File: config.mk
export PLATFORM = sky130hd
export DESIGN_NAME = rbl_unit
export DESIGN_NICKNAME = d
export VERILOG_FILES = /design/src/rtl/rbl_pkg.sv /design/src/rtl/rbl_decode.sv /design/src/rtl/rbl_resolve.sv /design/src/rtl/rbl_target.sv /design/src/rtl/rbl_unit.sv
export SDC_FILE = /design/constraint.sdc
export NUM_CORES = 1
export LEC_CHECK = 0
export BUFFER_PORTS_ARGS = -buffer_cell sky130_fd_sc_hd__buf_2
export CAP_MARGIN = 25
export CORE_ASPECT_RATIO = 1.4
export CORE_MARGIN = 8
export CORE_UTILIZATION = 54
export CTS_BUF_LIST = sky130_fd_sc_hd__clkbuf_8 sky130_fd_sc_hd__clkbuf_16
export DETAILED_ROUTE_END_ITERATION = 6
export GPL_ROUTABILITY_DRIVEN = 0
export PLACE_DENSITY_LB_ADDON = 0.25
export SLEW_MARGIN = 30
export SYNTH_ARGS = -nofsm -noshare
export SYNTH_HDL_FRONTEND = slang
export SYNTH_SLANG_ARGS = --single-unit
File: constraint.sdc
create_clock -name clk -period 3.55 [get_ports clk]
set_input_delay 0.355 -clock clk [delete_from_list [all_inputs] [get_ports clk]]
set_output_delay 0.355 -clock clk [all_outputs]
set_load 0.02 [all_outputs]
File: src/rtl/rbl_pkg.sv
package rbl_pkg;
    localparam logic [7:0] OP_LOOP     = 8'h10;
    localparam logic [7:0] OP_JUMP     = 8'h18;
    localparam logic [7:0] OP_CC_BASE  = 8'h20;
    localparam int         CC_STRIDE   = 8;
    localparam int         NUM_CC      = 4;

    localparam int CYC_CC_SKIP   = 7;
    localparam int CYC_CC_TAKE   = 12;
    localparam int CYC_JUMP      = 12;
    localparam int CYC_LOOP_EXIT = 8;
    localparam int CYC_LOOP_TAKE = 13;

    typedef enum logic [1:0] {
        K_NONE,
        K_JUMP,
        K_COND,
        K_LOOP
    } kind_t;

    // Order is behaviour: the index comes from the opcode's bits 4:3.
    typedef enum logic [1:0] {
        C_NOT_ZERO,
        C_ZERO,
        C_NO_CARRY,
        C_CARRY
    } cond_t;

    typedef enum logic {
        S_IDLE,
        S_DONE
    } state_t;

    typedef struct packed {
        kind_t kind;
        cond_t cond;
    } dec_t;
endpackage

File: src/rtl/rbl_decode.sv
module rbl_decode
    import rbl_pkg::*;
#(
    parameter int OP_W = 8
) (
    input  logic [OP_W-1:0] opcode,
    output dec_t            dec
);
    localparam int IDX_W = $clog2(NUM_CC);

    logic [NUM_CC-1:0] cc_match;

    for (genvar i = 0; i < NUM_CC; i++) begin : g_cc
        localparam logic [OP_W-1:0] CODE = OP_W'(int'(OP_CC_BASE) + i * CC_STRIDE);
        assign cc_match[i] = (opcode == CODE);
    end

    logic [IDX_W-1:0] cc_idx;

    always_comb begin
        cc_idx = '0;
        for (int i = 0; i < NUM_CC; i++) begin
            if (cc_match[i]) begin
                cc_idx = IDX_W'(i);
            end
        end
    end

    always_comb begin
        dec.cond = cond_t'(cc_idx);
        if (opcode == OP_W'(OP_LOOP)) begin
            dec.kind = K_LOOP;
        end else if (opcode == OP_W'(OP_JUMP)) begin
            dec.kind = K_JUMP;
        end else if (|cc_match) begin
            dec.kind = K_COND;
        end else begin
            dec.kind = K_NONE;
        end
    end
endmodule

File: src/rtl/rbl_resolve.sv
module rbl_resolve
    import rbl_pkg::*;
#(
    parameter int CYC_W = 4
) (
    input  dec_t             dec,
    input  logic             flag_z,
    input  logic             flag_c,
    input  logic             cnt_zero,
    output logic             hit,
    output logic             taken,
    output logic [CYC_W-1:0] cycles
);
    logic cond_true;

    always_comb begin
        unique case (dec.cond)
            C_NOT_ZERO: cond_true = !flag_z;
            C_ZERO:     cond_true = flag_z;
            C_NO_CARRY: cond_true = !flag_c;
            C_CARRY:    cond_true = flag_c;
        endcase
    end

    always_comb begin
        hit    = 1'b1;
        taken  = 1'b0;
        cycles = '0;
        unique case (dec.kind)
            K_JUMP: begin
                taken  = 1'b1;
                cycles = CYC_W'(CYC_JUMP);
            end
            K_COND: begin
                taken  = cond_true;
                cycles = cond_true ? CYC_W'(CYC_CC_TAKE) : CYC_W'(CYC_CC_SKIP);
            end
            K_LOOP: begin
                taken  = !cnt_zero;
                cycles = cnt_zero ? CYC_W'(CYC_LOOP_EXIT) : CYC_W'(CYC_LOOP_TAKE);
            end
            K_NONE: begin
                hit = 1'b0;
            end
        endcase
    end
endmodule

File: src/rtl/rbl_target.sv
module rbl_target #(
    parameter int PC_W   = 16,
    parameter int DISP_W = 8
) (
    input  logic [PC_W-1:0]   pc_in,
    input  logic [DISP_W-1:0] disp,
    input  logic              hit,
    input  logic              taken,
    output logic [PC_W-1:0]   next_pc
);
    localparam int EXT_W = PC_W - DISP_W;

    logic [PC_W-1:0] step_pc;
    logic [PC_W-1:0] disp_ext;

    assign step_pc  = pc_in + PC_W'(1);
    assign disp_ext = {{EXT_W{disp[DISP_W-1]}}, disp};

    always_comb begin
        if (!hit) begin
            next_pc = pc_in;
        end else if (taken) begin
            next_pc = step_pc + disp_ext;
        end else begin
            next_pc = step_pc;
        end
    end
endmodule

File: src/rtl/rbl_unit.sv
module rbl_unit
    import rbl_pkg::*;
#(
    parameter int OP_W   = 8,
    parameter int DISP_W = 8,
    parameter int PC_W   = 16,
    parameter int CNT_W  = 8,
    parameter int CYC_W  = 4
) (
    input  logic              clk,
    input  logic              rst_n,
    input  logic              valid,
    input  logic [OP_W-1:0]   opcode,
    input  logic [DISP_W-1:0] disp,
    input  logic [PC_W-1:0]   pc_in,
    input  logic              flag_z,
    input  logic              flag_c,
    input  logic [CNT_W-1:0]  b_in,
    output logic              out_valid,
    output logic              hit,
    output logic              taken,
    output logic [CYC_W-1:0]  cycles,
    output logic [PC_W-1:0]   next_pc,
    output logic [CNT_W-1:0]  b_out
);
    state_t state_q, state_d;

    dec_t             dec;
    logic [CNT_W-1:0] cnt_dec;
    logic [CNT_W-1:0] cnt_new;
    logic             hit_c, taken_c;
    logic [CYC_W-1:0] cycles_c;
    logic [PC_W-1:0]  next_pc_c;

    rbl_decode #(.OP_W(OP_W)) u_decode (
        .opcode (opcode),
        .dec    (dec)
    );

    assign cnt_dec = b_in - CNT_W'(1);
    assign cnt_new = (dec.kind == K_LOOP) ? cnt_dec : b_in;

    rbl_resolve #(.CYC_W(CYC_W)) u_resolve (
        .dec      (dec),
        .flag_z   (flag_z),
        .flag_c   (flag_c),
        .cnt_zero (cnt_dec == '0),
        .hit      (hit_c),
        .taken    (taken_c),
        .cycles   (cycles_c)
    );

    rbl_target #(.PC_W(PC_W), .DISP_W(DISP_W)) u_target (
        .pc_in   (pc_in),
        .disp    (disp),
        .hit     (hit_c),
        .taken   (taken_c),
        .next_pc (next_pc_c)
    );

    // Next-state logic: T_ACCEPT, T_RETIRE, T_WAIT
    always_comb begin
        state_d = state_q;
        unique case (state_q)
            S_IDLE: state_d = valid ? S_DONE : S_IDLE;
            S_DONE: state_d = valid ? S_DONE : S_IDLE;
        endcase
    end

    // State register
    always_ff @(posedge clk) begin
        if (!rst_n) begin
            state_q <= S_IDLE;
        end else begin
            state_q <= state_d;
        end
    end

    // Output registers
    always_ff @(posedge clk) begin
        if (!rst_n) begin
            hit     <= 1'b0;
            taken   <= 1'b0;
            cycles  <= '0;
            next_pc <= '0;
            b_out   <= '0;
        end else if (valid) begin
            hit     <= hit_c;
            taken   <= taken_c;
            cycles  <= cycles_c;
            next_pc <= next_pc_c;
            b_out   <= cnt_new;
        end
    end

    assign out_valid = (state_q == S_DONE);
endmodule

-- After elaboration in Yosys (flattened, before gate mapping)
Index checks and enable logic that the tools add are counted.
- reductions and logical operators: 7
- multiplexer cells: 16
- add/subtract/negate cells: 3
- eq/ne operators: 12
- operators by type and width (operator ; count):
    $eq 8x6->1 const B ; 4
    $mux 16 ; 2
    $add 16x1->16 const B ; 1
    $add 16x16->16 ; 1
    $eq 8x5->1 const B ; 2
    $pmux 4 s3 ; 1
    $mux 2 ; 5
    $eq 2x2->1 const B ; 4
    $logic_not 8->1 ; 1
    $mux 8 ; 1
    $sub 8x1->8 const B ; 1
    $eq 2x1->1 const B ; 2
    $logic_not 2->1 ; 2
    $mux 4 ; 1
    $pmux 1 s4 ; 1
    $reduce_or 4->1 ; 1
    $logic_not 1->1 ; 3
    $mux 1 ; 3
    $mux 3 ; 1
    $pmux 1 s3 ; 1
- register bits after elaboration: 31
- logic and storage cells: 44
- input bits: 45
- output and inout port bits: 31

-- Depth between registers and ports, before layout
- word-level depth: 9
- gate-level depth with buffers: 15
- gate-level depth less buffers: 15

-- Cells and area by module
From an unflattened synthesis, not the netlist that was laid out.
- cell total of the unflattened synthesis: 364
- area total of the unflattened synthesis: 2866.5 um^2
- modules (own cells, without submodules) (module ; seq. area each (um^2) ; times used ; area an instance (um^2) ; cells each):
    rbl_target ; 0.0 ; 1 ; 1445.1 ; 211
    rbl_unit ; 620.6 ; 1 ; 1267.5 ; 131
    rbl_resolve ; 0.0 ; 1 ; 87.6 ; 13
    rbl_decode ; 0.0 ; 1 ; 66.3 ; 9

-- Worst setup path after synthesis
No wires, ideal clock.
- path type: in2reg
- start: input pc_in[0]
- end: register next_pc[15]
- data arrival time: 2869 ps
- cell stages on the path: 14
- data required time: 3416 ps
- slack: 548 ps
- library setup time: 134 ps
- path buffers: 0
- cell sequence: ha_1 -> and3_1 -> nand3_1 -> nor2_1 -> xor2_1 -> ha_1 -> a21o_1 -> a21oi_1 -> a31oi_1 -> o21ai_0 -> mux2i_1 -> mux2i_1 -> xnor2_1 -> a21oi_1
- word-level cells in the longest chain between the ends: 4
- ends and longest elaborated chain (element ; line ; RTL):
    from (decl) ; rbl_unit.sv:15 ; input logic [PC_W-1:0] pc_in,
    $add 16x1->16 (*) ; rbl_target.sv:16 ; assign step_pc = pc_in + PC_W'(1);
    $add 16x16->16 ; rbl_target.sv:23 ; next_pc = step_pc + disp_ext;
    $mux 16 (*) ; rbl_target.sv:22 ; end else if (taken) begin
    $mux 16 (*) ; rbl_target.sv:20 ; if (!hit) begin
    to (signal assigned) ; rbl_unit.sv:91 ; next_pc <= next_pc_c;
    to (decl) ; rbl_unit.sv:23 ; output logic [PC_W-1:0] next_pc,
Every way passes the cells marked *; elsewhere a longest branch is shown, timed or not.
A chain may end at the register's enable or synchronous reset.

-- Final worst setup path
Ends and elaborated chain as after synthesis.

==> impl_metrics.tcl <==
set metrics [dict create \
    status "finished clean" \
    post_cts_buffers 0 \
    cts_made_buffers 5 \
    leakagePower_nw 1.49 \
    antenna_found_initial 0 \
    cp_slowest_stage_delay_ps 330 \
    port_buffers 75 \
    vdd_drop_max_uv 114 \
    synth_edf_count 0 \
    arrival_ps 3330 \
    fin_area_um2 3300 \
    drc_errors 0 \
    dieWidth_um 76.8 \
    grt_pass1_vias 2775 \
    synth_top_area_frac 0.222 \
    hold_class "input pin to register" \
    dp.final_hpwl_um 5970 \
    tns_ps 0 \
    drv_slew 0 \
    synth.most_common_cell "nand2_1" \
    crit_chain "buf_2 > ha_1 > and3_1 > nand3_2 > nor2_1 > xor2_1 > ha_1 > a21o_1 > a21oi_1 > a31oi_1 > o21ai_0 > mux2i_1 > mux2i_1 > xnor2_1 > a21oi_1" \
    clock-skew-final_ps 0 \
    worstPathRequired_ps 3690 \
    die-area_um2 7770 \
    p_comb_frac 0.329 \
    worstMarginPinSlew_ps 632 \
    power_switching_w 0.000322 \
    dr.pass1.iters 5 \
    n_antenna_cell 0 \
    initial_utilization 0.551 \
    num_vias 2772 \
    synth_area_leaders "dfxtp_1 22%, ha_1 9.8%, xnor2_1 7.5%" \
    yosys.area.top_type "dfxtp_1" \
    powerDensity_nw_per_um2 296 \
    wl_per_cell_um 15.3 \
    synthTopCellsByCount "35 x nand2_1, 31 x dfxtp_1, 31 x o21ai_0" \
    fill_cells 470 \
    seqPwrFrac 0.387 \
    ant_nets 0 \
    cts_num_sinks 31 \
    cts.path.max_buffers 2 \
    ys_seq_area_frac 0.222 \
    die_y_um 101 \
    critPathSlowestCell "ha_1" \
    syn-mean-instance-area_um2 7.93 \
    area_growth_syn_to_layout_pct 17.8 \
    coreArea_um2 5080 \
    end_kind "register" \
    ios 76 \
    root_buffer "clkbuf_8" \
    hold_violations 0 \
    p_int_w 0.000654 \
    path_class "input pin to register" \
    grt-ovfl-total 0 \
    clkPwrFrac 0.284 \
    syn_area_um2 2800 \
    grt_max_degree 37 \
    p_sw_frac 0.330 \
    layout.nets 491 \
    synthCells 353 \
    clock_latency_ps 280 \
    routed_wl_um 7470 \
    drt_iter0_markers 128 \
    clk_pin_slew_worst_paths_ps 60 \
    timing.fmax_mhz 313 \
    dominantRegCellSynth "dfxtp_1" \
    cts_tree "done" \
    rsz0062_at_grt "no" \
    utilization 0.649 \
    place_area_um2 3200 \
    synthArstFlopShare 0 \
    fin_crit_sh 0.900 \
    cts_max_level 2 \
    grt_pass1_wl_um 12500 \
    cap_violations 0 \
    synth_nets 421 \
    period_needed_ps 3200 \
    worst-path-max-fanout 6 \
    start_kind "input pin" \
    ys_types 54 \
    ys_ff_latch 31 \
    rows 31 \
    vias_per_cell 5.67 \
    grt.total_usage 0.190 \
    yosysWarnings 0 \
    slew_headroom 0.579 \
    drive_gt1_frac 0.243 \
    setup_viol 0 \
]
path summary, 6_finish.rpt:
| check | start | endpoint | slack, ps | cells past startpoint |
|---|---|---|---|---|
| setup / recovery | pc_in[0] | next_pc[15] | 350 | 15 |
| hold / removal | pc_in[15] | next_pc[15] | 420 | 3 |
| setup reg to reg | next_pc[14] | next_pc[14] | 2330 | 4 |
| hold reg to reg | cycles[2] | cycles[2] | 480 | 2 |
timing repair:
item | in CTS | in global routing
resized for setup | 0 | 2
hold buffers | 0 | 0
setup endpoints to repair | 0 | 1
power groups by stage:
stage               Combinational [W]  Clock (W)  Sequential [W]
floorplan                    0.000193          0        0.000409
global placement             0.000312          0        0.000385
detailed placement           0.000319          0        0.000386
CTS                          0.000321   0.000281        0.000378
global route                 0.000356   0.000295        0.000380
finish                       0.000321   0.000277        0.000378
kinds of logic (layout without fill, tap and decap cells):
kind of cell / count (synthesis) / count (layout) / synth area share
adder cells (fa/ha/maj): 23 / 23 / 0.106
AND/OR/NAND/NOR: 120 / 120 / 0.216
AO/OA/AOI/OAI: 103 / 103 / 0.248
multiplexers: 15 / 15 / 0.0541
flip-flops: 31 / 31 / 0.222
buffers and inverters: 26 / 96 / 0.0447
XOR/XNOR: 35 / 35 / 0.110
registers in the layout, indices dropped and copies added, names as in the netlist:
signal / count
taken: 1
b_out: 8
cycles: 4
hit: 1
next_pc: 16
out_valid: 1
layout make-up:
class	count	area [um2]	share of cell area
timing repair buffer	80	413	0.125
multi-input combinational	296	2060	0.625
sequential	31	621	0.188
tap	66	82.6	0.0250
inverter	9	33.8	0.0102
clock buffer	6	82.6	0.0250
clock inverter	1	5.00	0.00152
routing by layer:
layer / wire length [um] / GRT usage / vias to the layer above
met2: 3880 / 0.354 / 75
li1: - / - / 1408
met5: 0 / 0 / -
met4: 129 / 0.0802 / 0
met3: 374 / 0.0409 / 12
met1: 3090 / 0.201 / 1277
critical path: cells and delay by family:
kind,cells,cell delay (ps)
xor+xnor,2,360
simple gates,3,550
compound gates,5,840
fa+ha+maj,2,600
mux,2,510
buf+inv,1,110
stage by stage:
stage | worst slack [ps] | instances | hold slack, ps | power, W
floorplan | 548 | 353 | 513 | 0.000602
global placement | 160 | 482 | 460 | 0.000697
finish | 354 | 489 | 417 | 0.000977
detailed placement | 13.2 | 482 | 473 | 0.000705
global route | 36.7 | 489 | 441 | 0.00103
CTS | 276 | 489 | 403 | 0.000980
layout by cell type, fill, tap and decap left out, types with 5 or more instances in the layout:
cell type and instances:
inv_1 8, o211a_1 7, nand2b_1 5, xnor2_1 24
ha_1 22, buf_2 75, nor2b_1 7, nand3_1 7
o21ai_0 30, a21oi_1 23, a21o_1 5, buf_4 5
clkbuf_8 6, mux2i_1 14, xor2_1 11, nand2_1 35
and3_1 5, nor3_1 8, dfxtp_1 31, nor2_1 25
Note: power is estimated with default switching activity, not from simulation.
